`src/rtl/pil_enc_pkg.sv`:
```
package pil_enc_pkg;

  // Strobes handed from the bus control to the datapath
  typedef struct packed {
    logic       wrStb;
    logic       rdStb;
    logic [7:0] wrByte;
  } busStrobe_t;

  localparam int unsigned DEF_SRC_N = 8;
  localparam int unsigned DEF_LVL_N = 16;

endpackage

```
`src/rtl/pil_enc_ctrl.sv`:
```
module pil_enc_ctrl
  import pil_enc_pkg::*;
#(
  parameter logic [7:0] WRITE_MASK = 8'hBF
) (
  input  logic       busSel,
  input  logic       busWr,
  input  logic [7:0] busWdata,
  output busStrobe_t strb
);

  always_comb begin
    strb.wrStb  = busSel & busWr;
    strb.rdStb  = busSel;
    strb.wrByte = busWdata & WRITE_MASK;
  end

endmodule

```
`src/rtl/pil_enc_datapath.sv`:
```
module pil_enc_datapath
  import pil_enc_pkg::*;
#(
  parameter int unsigned SRC_N = DEF_SRC_N,
  parameter int unsigned LVL_N = DEF_LVL_N,
  parameter int unsigned LVL_W = $clog2(LVL_N),
  parameter logic [SRC_N*LVL_W-1:0] LEVEL_MAP = {4'd14, 4'd0, 4'd10, 4'd8, 4'd6, 4'd4, 4'd1, 4'd0},
  parameter logic [SRC_N-1:0] GATED_MASK = 8'hAE,
  parameter logic [SRC_N-1:0] RESET_VAL  = 8'h01,
  parameter int unsigned MASTER_BIT = 0
) (
  input  logic             clk,
  input  logic             rstN,
  input  busStrobe_t       strb,
  input  logic [SRC_N-1:0] irqReq,
  output logic [SRC_N-1:0] rdByte,
  output logic [LVL_N-1:0] pilVec,
  output logic [LVL_W-1:0] pilHigh
);

  logic [SRC_N-1:0] ctrlReg;
  logic [SRC_N-1:0] pendReg;
  logic [SRC_N-1:0] validMask;
  logic [SRC_N-1:0] eligible;
  logic [LVL_N-1:0] nextPil;
  logic [LVL_N-1:0] riseVec;
  logic [LVL_N-1:0] fallVec;
  logic [LVL_W-1:0] nextHigh;

  // Sources whose level is zero never become pending
  for (genvar s = 0; s < SRC_N; s++) begin : g_valid
    assign validMask[s] = (LEVEL_MAP[s*LVL_W +: LVL_W] != '0);
  end

  // Control byte
  always_ff @(posedge clk) begin
    if (!rstN) begin
      ctrlReg <= RESET_VAL;
    end else if (strb.wrStb) begin
      ctrlReg <= strb.wrByte[SRC_N-1:0];
    end
  end

  assign rdByte = strb.rdStb ? ctrlReg : '0;

  // Pending byte follows the request levels
  always_ff @(posedge clk) begin
    if (!rstN) begin
      pendReg <= '0;
    end else begin
      pendReg <= irqReq & validMask;
    end
  end

  assign eligible = pendReg & (ctrlReg | ~GATED_MASK) & {SRC_N{ctrlReg[MASTER_BIT]}};

  // Level vector: per level, OR of the eligible sources mapped to it
  for (genvar l = 0; l < LVL_N; l++) begin : g_lvl
    logic [SRC_N-1:0] srcSel;
    for (genvar s = 0; s < SRC_N; s++) begin : g_src
      assign srcSel[s] = (l != 0) && (LEVEL_MAP[s*LVL_W +: LVL_W] == LVL_W'(l));
    end
    assign nextPil[l] = |(srcSel & eligible);
  end

  always_comb begin
    nextHigh = '0;
    for (int l = 0; l < LVL_N; l++) begin
      if (nextPil[l]) nextHigh = LVL_W'(l);
    end
  end

  // Edge-based update against the previous output vector
  assign riseVec = nextPil & ~pilVec;
  assign fallVec = pilVec & ~nextPil;

  always_ff @(posedge clk) begin
    if (!rstN) begin
      pilVec  <= '0;
      pilHigh <= '0;
    end else begin
      pilVec  <= (pilVec | riseVec) & ~fallVec;
      pilHigh <= nextHigh;
    end
  end

endmodule

```
`src/rtl/byte_pil_encoder.sv`:
```
module byte_pil_encoder
  import pil_enc_pkg::*;
#(
  parameter int unsigned SRC_N = DEF_SRC_N,
  parameter int unsigned LVL_N = DEF_LVL_N,
  localparam int unsigned LVL_W = $clog2(LVL_N)
) (
  input  logic             clk,
  input  logic             rstN,
  input  logic             busSel,
  input  logic             busWr,
  input  logic [7:0]       busWdata,
  output logic [7:0]       busRdata,
  input  logic [SRC_N-1:0] irqReq,
  output logic [LVL_N-1:0] pilOut,
  output logic [LVL_W-1:0] pilTop
);

  busStrobe_t strb;
  logic [SRC_N-1:0] rdByte;

  pil_enc_ctrl #(.WRITE_MASK(8'hBF)) i_ctrl (
    .busSel   (busSel),
    .busWr    (busWr),
    .busWdata (busWdata),
    .strb     (strb)
  );

  pil_enc_datapath #(
    .SRC_N (SRC_N),
    .LVL_N (LVL_N),
    .LVL_W (LVL_W)
  ) i_dp (
    .clk     (clk),
    .rstN    (rstN),
    .strb    (strb),
    .irqReq  (irqReq),
    .rdByte  (rdByte),
    .pilVec  (pilOut),
    .pilHigh (pilTop)
  );

  assign busRdata = 8'(rdByte);

endmodule

```
`config.mk`:
```
export PLATFORM = sky130hd
export DESIGN_NAME = byte_pil_encoder
export DESIGN_NICKNAME = d
export VERILOG_FILES = /design/src/rtl/pil_enc_pkg.sv /design/src/rtl/pil_enc_ctrl.sv /design/src/rtl/pil_enc_datapath.sv /design/src/rtl/byte_pil_encoder.sv
export SDC_FILE = /design/constraint.sdc
export NUM_CORES = 1
export LEC_CHECK = 0
export ABC_AREA = 1
export BUFFER_PORTS_ARGS = -buffer_cell sky130_fd_sc_hd__buf_4
export CAP_MARGIN = 20
export CORE_ASPECT_RATIO = 1.25
export CORE_UTILIZATION = 25
export DETAILED_ROUTE_END_ITERATION = 10
export PLACE_DENSITY = 0.5
export SLEW_MARGIN = 10
export SYNTH_ARGS = -nofsm -noshare
export SYNTH_HDL_FRONTEND = slang
export SYNTH_SLANG_ARGS = --single-unit
export TNS_END_PERCENT = 50
```
`constraint.sdc`:
```
create_clock -name clk -period 1.04 [get_ports clk]
set_input_delay 0.104 -clock clk [delete_from_list [all_inputs] [get_ports clk]]
set_output_delay 0.104 -clock clk [all_outputs]
set_load 0.05 [all_outputs]
```
==> out/summary.txt <==
CTS clk-pin slew, worst paths -> 0.08 ns
NumNets Final -> 181
Placer Congestion -> 0.728
GRT overflow -> 0
Synth Warn # -> 0
PD cells -> 1440 nW/um2
Place WS -> 0.0961 ns
Post-route cell area -> 1310 um2
Clock Root Buffer -> clkbuf_8
Fillers -> 421
Vias -> 784
Top Ports -> 48
Critical path capture point type -> primary output
Total GRT Usage -> 8.93%
Largest net degree at the start of global routing -> 21
Die Wd -> 57.8 um
Syn-to-layout area delta -> 34.7%
Register Area -> 472 um2
Crit path max-delay cell type -> dfxtp_4
Layout cells sized above 1 -> 36.3%
Worst-path cell chain -> buf_6 -> nand2_2 -> inv_2 -> buf_8
Cts bufs inserted -> 3
CTS hold repair buffers -> 0
Clock group share of total power -> 28.7%
Total Routed Length -> 1.81 mm
Cell Rows -> 25
Status -> complete, but fails checks
Reg power frac -> 50.0%
First-pass DRT Iterations -> 9
Yosys reg bits -> 23
Switch share -> 29.7%
Area after DPL -> 1190 um2
Die Y -> 71.8 um
Critical Path AT -> 0.94 ns
Post-synth cell types -> 17
P_leak -> 0.000742 uW
Clock buffer depth -> 2
N_diodes -> 0
Via density -> 3.92
Max-slew violations -> 0
Achievable Freq -> 0.954 GHz
Syn_area_per_cell -> 7.91 um2
Final setup vio count -> 1
Fin crit period -> 1.05 ns
WL/cell -> 9.03 um
Clock Skew -> 0.00388 ns
Max Cap Viol -> 0
Area occupied by multi-input gates -> 338 um2
CTS tree -> done
Data required time of the worst path -> 0.94 ns
Cell count after synthesis -> 123
P_sw -> 560 uW
Core Util, Final -> 34.9%
Final WS setup -> -0.00785 ns
First-pass GRT wire length -> 2.82 mm
Commonest non-fill, non-tap cells in the layout -> buf_4, nand2_1, inv_1, dfxtp_1, nor2_1
Initial antenna violation count -> 0
RSZ-0062 raised after global routing -> yes
Initial DRC count -> 7
Initial Utilization -> 25.9%
PortBufs -> 33
Logic pwr share -> 21.2%
Crit start category -> flop
CP max stage delay -> 0.35 ns
Critical-path maximum fanout -> 2
Final Hold Viols -> 0
Final antenna-violating net count -> 0
CTS Sinks -> 23
Worst IR Drop VDD -> 0.481 mV
Worst-skew pair later-pin latency -> 0.26 ns
Cell Count, Final, Fillers Out -> 200
Post-Syn Area -> 973 um2
Full die area -> 4150 um2
Pint -> 1330 uW
Crit Path Class -> flop to primary output
Vias in the first global route -> 670
# DRC -> 2
Post-synthesis sequential area ratio -> 47.3%
HPWL after DPL -> 1.39 mm
Core Box Area -> 3750 um2
H-tree levels -> 1
Placed insts -> 193
Most common cell after layout, fill and taps aside -> buf_4
HP Class -> input pin to flop
Final worst path period share -> 101%
Failing checks -> DRC, setup timing
[path summary, 6_finish.rpt]
| check | startpoint | endpoint | slack [ns] | depth (start not counted) |
|---|---|---|---|---|
| max | i_dp.ctrlReg[0] | busRdata[0] | -0.008 | 4 |
| min | irqReq[1] | i_dp.pendReg[1] | 0.02 | 3 |
| max reg2reg | i_dp.ctrlReg[0] | i_dp.pilHigh[2] | 0.08 | 7 |
| min reg2reg | i_dp.pendReg[1] | i_dp.pilVec[1] | 0.44 | 2 |
[critical path: cells and delay by family, from the launching register on]
family / cells / cell delay, ns
flip-flops: 1 / 0.35
buffers and inverters: 3 / 0.29
AND/OR/NAND/NOR: 1 / 0.05
[metal layers]
layer,vias up,GRT usage (%),routed length [um]
met5,-,0,0
met4,0,6.35,21
met3,2,2.17,109
met2,32,14.7,902
met1,333,9.92,772
li1,417,-,-
[cell type report]
cell class                 instances  area share (%)
timing repair buffer              38            24.6
inverter                          21            6.39
clock buffer                       4            3.44
sequential                        23            36.0
tap                               40            3.82
multi-input combinational         74            25.8
[repair_timing]
| item | CTS | global route |
|---|---|---|
| resized for setup | 12 | 7 |
| pin swaps | 0 | 1 |
| setup endpoints to repair | 5 | 7 |
| buffers inserted | 1 | 2 |
[flip-flops by register name, indices dropped and copies added (netlist names)]
signal and cells:
i_dp.ctrlReg 7, i_dp.pilVec 6, i_dp.pendReg 6, i_dp.pilHigh 4
[kinds of logic after synthesis]
group	after synthesis	synth area share, %
simple gates	57	27.1
buf+inv	36	22.1
flops	23	47.3
compound gates	6	3.08
other cells	1	0.385
[power by group through the flow]
stage	registers (uW)	clock network, uW	logic [uW]
finish	944	542	400
global route	948	594	430
CTS	948	565	385
detailed placement	970	0	369
global placement	968	0	365
floorplan	998	0	277
[synth_stat cells (all sizes together)]
library cell	count	share of area (%)
dfxtp	23	47
conb	1	0.39
nand2	26	11
nand4	1	1.3
o21ai	6	3.1
nor2	19	7.8
inv	20	7.7
nand3	11	6.7
buf	15	13
clkinv	1	0.90
[through the flow]
stage | total power, uW | hold slack [ns] | setup TNS, ns
floorplan | 1280 | 0.202 | 0
global placement | 1330 | 0.296 | 0
detailed placement | 1340 | 0.292 | 0
CTS | 1900 | 0.0163 | -0.0127
global route | 1970 | 0.0249 | -0.0488
finish | 1890 | 0.0204 | -0.00785
Note: power is estimated with default switching activity, not from simulation.
